**src/rtl/hilo_pkg.sv**
```systemverilog
package hilo_pkg;
  typedef enum logic [1:0] {
    OP_MUL_S = 2'b00,
    OP_MUL_U = 2'b01,
    OP_DIV_S = 2'b10,
    OP_DIV_U = 2'b11
  } md_op_e;

  function automatic logic op_is_div(input md_op_e op);
    return op[1];
  endfunction

  function automatic logic op_is_signed(input md_op_e op);
    return ~op[0];
  endfunction
endpackage

```
**src/rtl/hilo_seq_ctrl.sv**
```systemverilog
module hilo_seq_ctrl #(
  parameter int W = 32
) (
  input  logic clk,
  input  logic rst_n,
  input  logic start_i,
  output logic busy_o,
  output logic done_o,
  output logic load_o,
  output logic step_o,
  output logic finish_o
);
  localparam int CW = $clog2(W + 1);

  logic          busy_q, busy_d;
  logic          done_q, done_d;
  logic [CW-1:0] cnt_q, cnt_d;

  always_comb begin
    load_o   = start_i & ~busy_q;
    step_o   = busy_q;
    finish_o = busy_q & (cnt_q == CW'(1));
    busy_d   = busy_q;
    cnt_d    = cnt_q;
    done_d   = finish_o;
    if (load_o) begin
      busy_d = 1'b1;
      cnt_d  = CW'(W);
    end else if (busy_q) begin
      cnt_d = cnt_q - CW'(1);
      if (finish_o) busy_d = 1'b0;
    end
  end

  always_ff @(posedge clk or negedge rst_n) begin
    if (!rst_n) begin
      busy_q <= 1'b0;
      done_q <= 1'b0;
      cnt_q  <= '0;
    end else begin
      busy_q <= busy_d;
      done_q <= done_d;
      cnt_q  <= cnt_d;
    end
  end

  assign busy_o = busy_q;
  assign done_o = done_q;
endmodule

```
**src/rtl/hilo_mul_core.sv**
```systemverilog
module hilo_mul_core #(
  parameter int W = 32
) (
  input  logic           clk,
  input  logic           rst_n,
  input  logic           load_i,
  input  logic           step_i,
  input  logic [W-1:0]   a_i,
  input  logic [W-1:0]   b_i,
  output logic [2*W-1:0] prod_nxt_o
);
  logic [W-1:0] acc_q, acc_d;
  logic [W-1:0] mq_q, mq_d;
  logic [W-1:0] mcand_q, mcand_d;
  logic [W:0]   sum;

  always_comb begin
    sum     = {1'b0, acc_q} + (mq_q[0] ? {1'b0, mcand_q} : '0);
    acc_d   = acc_q;
    mq_d    = mq_q;
    mcand_d = mcand_q;
    if (load_i) begin
      acc_d   = '0;
      mq_d    = a_i;
      mcand_d = b_i;
    end else if (step_i) begin
      acc_d = sum[W:1];
      mq_d  = {sum[0], mq_q[W-1:1]};
    end
    prod_nxt_o = {sum[W:1], sum[0], mq_q[W-1:1]};
  end

  always_ff @(posedge clk or negedge rst_n) begin
    if (!rst_n) begin
      acc_q   <= '0;
      mq_q    <= '0;
      mcand_q <= '0;
    end else if (load_i | step_i) begin
      acc_q   <= acc_d;
      mq_q    <= mq_d;
      mcand_q <= mcand_d;
    end
  end
endmodule

```
**src/rtl/hilo_div_core.sv**
```systemverilog
module hilo_div_core #(
  parameter int W = 32
) (
  input  logic         clk,
  input  logic         rst_n,
  input  logic         load_i,
  input  logic         step_i,
  input  logic [W-1:0] a_i,
  input  logic [W-1:0] b_i,
  output logic [W-1:0] quo_nxt_o,
  output logic [W-1:0] rem_nxt_o
);
  logic [W-1:0] rem_q, rem_d;
  logic [W-1:0] quo_q, quo_d;
  logic [W-1:0] dvs_q, dvs_d;
  logic [W:0]   shifted;
  logic [W:0]   diff;
  logic         fits;

  always_comb begin
    shifted   = {rem_q, quo_q[W-1]};
    diff      = shifted - {1'b0, dvs_q};
    fits      = ~diff[W];
    rem_nxt_o = fits ? diff[W-1:0] : shifted[W-1:0];
    quo_nxt_o = {quo_q[W-2:0], fits};
    rem_d     = rem_q;
    quo_d     = quo_q;
    dvs_d     = dvs_q;
    if (load_i) begin
      rem_d = '0;
      quo_d = a_i;
      dvs_d = b_i;
    end else if (step_i) begin
      rem_d = rem_nxt_o;
      quo_d = quo_nxt_o;
    end
  end

  always_ff @(posedge clk or negedge rst_n) begin
    if (!rst_n) begin
      rem_q <= '0;
      quo_q <= '0;
      dvs_q <= '0;
    end else if (load_i | step_i) begin
      rem_q <= rem_d;
      quo_q <= quo_d;
      dvs_q <= dvs_d;
    end
  end
endmodule

```
**src/rtl/hilo_rd_port.sv**
```systemverilog
module hilo_rd_port #(
  parameter int W = 32
) (
  input  logic         busy_i,
  input  logic         req_i,
  input  logic [W-1:0] val_i,
  output logic [W-1:0] data_o,
  output logic         stall_o
);
  always_comb begin
    stall_o = req_i & busy_i;
    data_o  = (req_i & ~busy_i) ? val_i : '0;
  end
endmodule

```
**src/rtl/hilo_muldiv_unit.sv**
```systemverilog
module hilo_muldiv_unit
  import hilo_pkg::*;
#(
  parameter int W = 32
) (
  input  logic         clk,
  input  logic         rst_n,
  input  logic         start_i,
  input  logic [1:0]   op_i,
  input  logic [W-1:0] opa_i,
  input  logic [W-1:0] opb_i,
  output logic         busy_o,
  output logic         done_o,
  output logic         divz_o,
  input  logic         hi_rd_i,
  output logic [W-1:0] hi_rdata_o,
  input  logic         lo_rd_i,
  output logic [W-1:0] lo_rdata_o,
  output logic         rd_stall_o
);
  localparam int PW = 2 * W;

  logic load, step, finish;
  md_op_e op_in, op_q, op_d;
  logic pneg_q, pneg_d, rneg_q, rneg_d, dzp_q, dzp_d;
  logic a_neg, b_neg;
  logic [W-1:0] a_mag, b_mag;
  logic [PW-1:0] prod_nxt, prod_fix;
  logic [W-1:0] quo_nxt, rem_nxt, quo_fix, rem_fix;
  logic [W-1:0] hi_q, hi_d, lo_q, lo_d, hi_new, lo_new;
  logic dz_q, dz_d, wr_en;
  logic hi_stall, lo_stall;

  hilo_seq_ctrl #(.W(W)) i_ctrl (
    .clk(clk), .rst_n(rst_n), .start_i(start_i),
    .busy_o(busy_o), .done_o(done_o),
    .load_o(load), .step_o(step), .finish_o(finish)
  );

  always_comb begin
    op_in  = md_op_e'(op_i);
    a_neg  = op_is_signed(op_in) & opa_i[W-1];
    b_neg  = op_is_signed(op_in) & opb_i[W-1];
    a_mag  = a_neg ? (W'(0) - opa_i) : opa_i;
    b_mag  = b_neg ? (W'(0) - opb_i) : opb_i;
    op_d   = load ? op_in : op_q;
    pneg_d = load ? (a_neg ^ b_neg) : pneg_q;
    rneg_d = load ? a_neg : rneg_q;
    dzp_d  = load ? (op_is_div(op_in) & (opb_i == '0)) : dzp_q;
  end

  hilo_mul_core #(.W(W)) i_mul (
    .clk(clk), .rst_n(rst_n),
    .load_i(load & ~op_is_div(op_in)),
    .step_i(step & ~op_is_div(op_q)),
    .a_i(a_mag), .b_i(b_mag),
    .prod_nxt_o(prod_nxt)
  );

  hilo_div_core #(.W(W)) i_div (
    .clk(clk), .rst_n(rst_n),
    .load_i(load & op_is_div(op_in)),
    .step_i(step & op_is_div(op_q)),
    .a_i(a_mag), .b_i(b_mag),
    .quo_nxt_o(quo_nxt), .rem_nxt_o(rem_nxt)
  );

  always_comb begin
    prod_fix = pneg_q ? (PW'(0) - prod_nxt) : prod_nxt;
    quo_fix  = pneg_q ? (W'(0) - quo_nxt) : quo_nxt;
    rem_fix  = rneg_q ? (W'(0) - rem_nxt) : rem_nxt;
    hi_new   = op_is_div(op_q) ? rem_fix : prod_fix[PW-1:W];
    lo_new   = op_is_div(op_q) ? quo_fix : prod_fix[W-1:0];
    wr_en    = finish & ~(op_is_div(op_q) & dzp_q);
    hi_d     = wr_en ? hi_new : hi_q;
    lo_d     = wr_en ? lo_new : lo_q;
    dz_d     = dz_q | (finish & op_is_div(op_q) & dzp_q);
  end

  always_ff @(posedge clk or negedge rst_n) begin
    if (!rst_n) begin
      op_q   <= OP_MUL_S;
      pneg_q <= 1'b0;
      rneg_q <= 1'b0;
      dzp_q  <= 1'b0;
    end else if (load) begin
      op_q   <= op_d;
      pneg_q <= pneg_d;
      rneg_q <= rneg_d;
      dzp_q  <= dzp_d;
    end
  end

  always_ff @(posedge clk or negedge rst_n) begin
    if (!rst_n) begin
      hi_q <= '0;
      lo_q <= '0;
      dz_q <= 1'b0;
    end else if (finish) begin
      hi_q <= hi_d;
      lo_q <= lo_d;
      dz_q <= dz_d;
    end
  end

  hilo_rd_port #(.W(W)) i_hi_port (
    .busy_i(busy_o), .req_i(hi_rd_i), .val_i(hi_q),
    .data_o(hi_rdata_o), .stall_o(hi_stall)
  );

  hilo_rd_port #(.W(W)) i_lo_port (
    .busy_i(busy_o), .req_i(lo_rd_i), .val_i(lo_q),
    .data_o(lo_rdata_o), .stall_o(lo_stall)
  );

  assign rd_stall_o = hi_stall | lo_stall;
  assign divz_o     = dz_q;
endmodule

```
**config.mk**
```make
export PLATFORM = sky130hd
export DESIGN_NAME = hilo_muldiv_unit
export DESIGN_NICKNAME = d
export VERILOG_FILES = /design/src/rtl/hilo_pkg.sv /design/src/rtl/hilo_seq_ctrl.sv /design/src/rtl/hilo_mul_core.sv /design/src/rtl/hilo_div_core.sv /design/src/rtl/hilo_rd_port.sv /design/src/rtl/hilo_muldiv_unit.sv
export SDC_FILE = /design/constraint.sdc
export NUM_CORES = 1
export LEC_CHECK = 0
export CORE_ASPECT_RATIO = 1.25
export CORE_MARGIN = 1
export CORE_UTILIZATION = 40
export DETAILED_ROUTE_END_ITERATION = 6
export GPL_ROUTABILITY_DRIVEN = 0
export GPL_TIMING_DRIVEN = 0
export MAX_ROUTING_LAYER = met4
export PLACE_DENSITY_LB_ADDON = 0.2
export SYNTH_ARGS = -nofsm -noshare
export SYNTH_HDL_FRONTEND = slang
export SYNTH_HIERARCHICAL = 1
export SYNTH_SLANG_ARGS = --single-unit
export TNS_END_PERCENT = 10
```
**constraint.sdc**
```tcl
create_clock -name clk -period 12.3 [get_ports clk]
set_input_delay 1.845 -clock clk [delete_from_list [all_inputs] [get_ports clk]]
set_output_delay 1.845 -clock clk [all_outputs]
set_load 0.01 [all_outputs]
```
==> impl_metrics.yaml <==
floorplan:
  design.core.area_um2: 52600
  design.die.area_um2: 54000
  die_h_um: 260
  io_pins: 139
  dieWidth_um: 208
  fp-row-count: 94
  initial_core_util_pct: 40.4
logic_synthesis:
  synth_compound_area_share_pct: 18.8
  synth-simple-area-share_pct: 20.9
  synthAdderAreaFrac_pct: 4.37
  ys_types: 106
  synth_edf_count: 0
  syn_area_um2: 21200
  syn_inst: 2428
  yosysWarningCount: 6
  muxShareOfSynthArea_pct: 8.98
  syn-num-nets: 2572
  synth_top_family_by_area: "simple AND/OR/NAND/NOR gates"
  ys_ff_latch: 269
  yosysSeqAreaShare_pct: 31.7
  synth_xor_area_share_pct: 8.79
  synthArstFlopShare_pct: 100
  synthFlopType: "dfrtp_1"
  avgSynthCellArea_um2: 8.74
placed_design:
  dp.cells: 3240
  dp_hpwl_um: 61300
  port_buffers: 138
clock_network:
  clockRootBuffer: "clkbuf_16"
  clk_latency_ps: 590
  numCtsBuffers: 31
  htree_levels: 1
  cts_setup_buffers: 0
  cts_hold_buf: 0
  cts_tree: "done"
  cts.path.max_buffers: 3
  clkTransAtPathRegs_ps: 60
  clkSinkCount: 269
  cts_resized: 0
setup_path:
  crit_chain: "clkbuf_1, and2_1, ha_1, inv_1, fa_1, nor2b_1, o21bai_1, a21oi_1, o21ai_0, a21boi_0, o21ai_0, nor2b_1, xnor2_1, or4_2, or2_2, or3_1, o41ai_1, xor2_1, o221ai_1"
  arrival_ps: 6360
  cp_data_required_time_ps: 12730
  cpPeakStageDelay_ps: 750
  cp_slowest_cell: "or4_2"
  endpoint_kind: "flop"
  cp_num_buf_inv: 2
  cpLargestDelayFamily: "simple AND/OR/NAND/NOR gates"
  cp-start-kind: "flop"
  critPathMaxFanout: 10
  path_class: "reg -> reg"
global_routing:
  grt_max_degree: 103
  antenna_found_initial: 0
  grt_first_pass_wirelength_um: 116000
  grt_pass1_vias: 19600
  grtUsageTotal_pct: 28.9
  overflow: 0
timing:
  period_share_pct: 48.2
  fin_skew_ps: 12.4
  rsz0062_at_grt: "no"
  worst_slew_pin_slew_ps: 1250
  timing.hold.ws_ps: 482
  slew_headroom_pct: 15.8
  drv_slew: 0
  setup_viol: 0
  finalSetupTns_ps: 0
  fin_crit_ps: 5930
  hold_viol_final: 0
  max_freq_mhz: 169
detailed_routing:
  routed_via_density: 5.94
  wl_per_cell_um: 23.2
  vias: 19600
  drc: 2
  dr.pass1.iters: 7
  first_iter_violations: 1452
  drtAntennaViolNets: 0
  routed_wl_um: 76600
pwr:
  powerDensity_nw_per_um2: 342
  leakagePower_nw: 10.5
  ir_drop_uv: 138
cells_and_area:
  final_cells: 3296
  fillers: 5135
  antenna_cells: 0
  final_layout_size_suffix_gt1_share_pct: 12.6
  final_cell_mix: "dfrtp_1 (269), nand2_1 (244), o21ai_0 (209)"
  fin_nets: 2745
  syn2layout_area_growth_pct: 15.8
  final_common_cell: "dfrtp_1"
status:
  violations: "design-rule violations"
  outcome: "complete, but fails checks"
hold_path:
  min_path_type: "reg -> reg"
flow_run:
  maxCapViolations: 0
==> report_power, final <==
part	leakage [nW]	total (mW)	internal [mW]	switching [mW]
clock	0.532	1.01	0.605	0.401
sequential	3.23	1.68	1.34	0.340
combinational	6.74	5.73	2.15	3.57
total	10.5	8.41	4.10	4.31
==> cell type report <==
cell class | count | area (µm²) | share of cell area [%]
multi-input combinational | 1886 | 13100 | 53.3
sequential | 269 | 6730 | 27.4
timing repair buffer | 140 | 1440 | 5.86
buffer | 204 | 1120 | 4.55
tap | 672 | 841 | 3.42
clock buffer | 40 | 840 | 3.41
inverter | 69 | 259 | 1.05
clock inverter | 16 | 240 | 0.977
==> flip-flops by register name (all words and copies together) (netlist names), 32 cells and up <==
signal         count
i_div/quo_q       32
hi_q              32
i_mul/mq_q        32
i_div/rem_q       32
lo_q              32
i_mul/acc_q       32
i_div/dvs_q       32
i_mul/mcand_q     32
==> kinds of logic after synthesis <==
kind of cell	count (synthesis)
compound gates	606
xor+xnor	213
fa+ha+maj	73
buf+inv	273
flops	269
mux	175
simple gates	819
==> tightest hold or removal path, cell delays in order, from the launching register on <==
cell and delay [ps]:
dfrtp_1 330, nand2_1 50, o221ai_1 60
==> synth_stat cells, drive strengths merged, types with 29 or more instances <==
master  count  area, µm²
a21o       41        308
a21oi     103        531
and2       45        284
and3b      65        649
buf       117        792
clkbuf     87        327
dfrtp     269       6730
ha         71        888
inv        68        255
mux2       62        762
mux2i     112       1120
nand2     244        916
nand3      37        190
nor2      168        631
nor3       46        240
nor4       34        219
o21ai     215       1080
o31ai      50        385
or3        29        183
or4        32        260
xnor2      98        858
xor2      115       1010
==> stage by stage <==
step / power (mW) / worst slack (ps) / instance area [µm²] / utilization (%)
2_1_floorplan: 5.51 / 7510 / 21200 / -
3_3_place_gp: 7.18 / -2580 / 23400 / 44.6
3_5_place_dp: 7.28 / 6460 / 23500 / 44.7
4_1_cts: 8.32 / 6440 / 24600 / 46.8
5_1_grt: 8.91 / 6200 / 24600 / 46.8
6_report: 8.41 / 6370 / 24600 / 46.8
==> routing by layer <==
layer  track usage, %  part of all wire [%]  routed length, µm  vias up
met4             18.1                   7.3               5560        0
met5                -                     0                  0        -
met3             2.63                   4.1               3130      275
met2             49.8                    50              38000      679
met1             32.3                    39              29900     9567
li1                 -                     -                  -     9042
==> worst paths after layout <==
kind                       slack, ps  cells past startpoint               to           from
max                             6370                     19         hi_q[22]  i_mul/mq_q[0]
min                              480                      2         lo_q[18]       lo_q[18]
max reg2reg                     6370                     19         hi_q[22]  i_mul/mq_q[0]
min reg2reg                      480                      2         lo_q[18]       lo_q[18]
max in group asynchronous      10010                      2  i_mul/acc_q[18]          rst_n
min in group asynchronous       1250                      1          lo_q[9]          rst_n
Power figures use the tool's default switching activity.
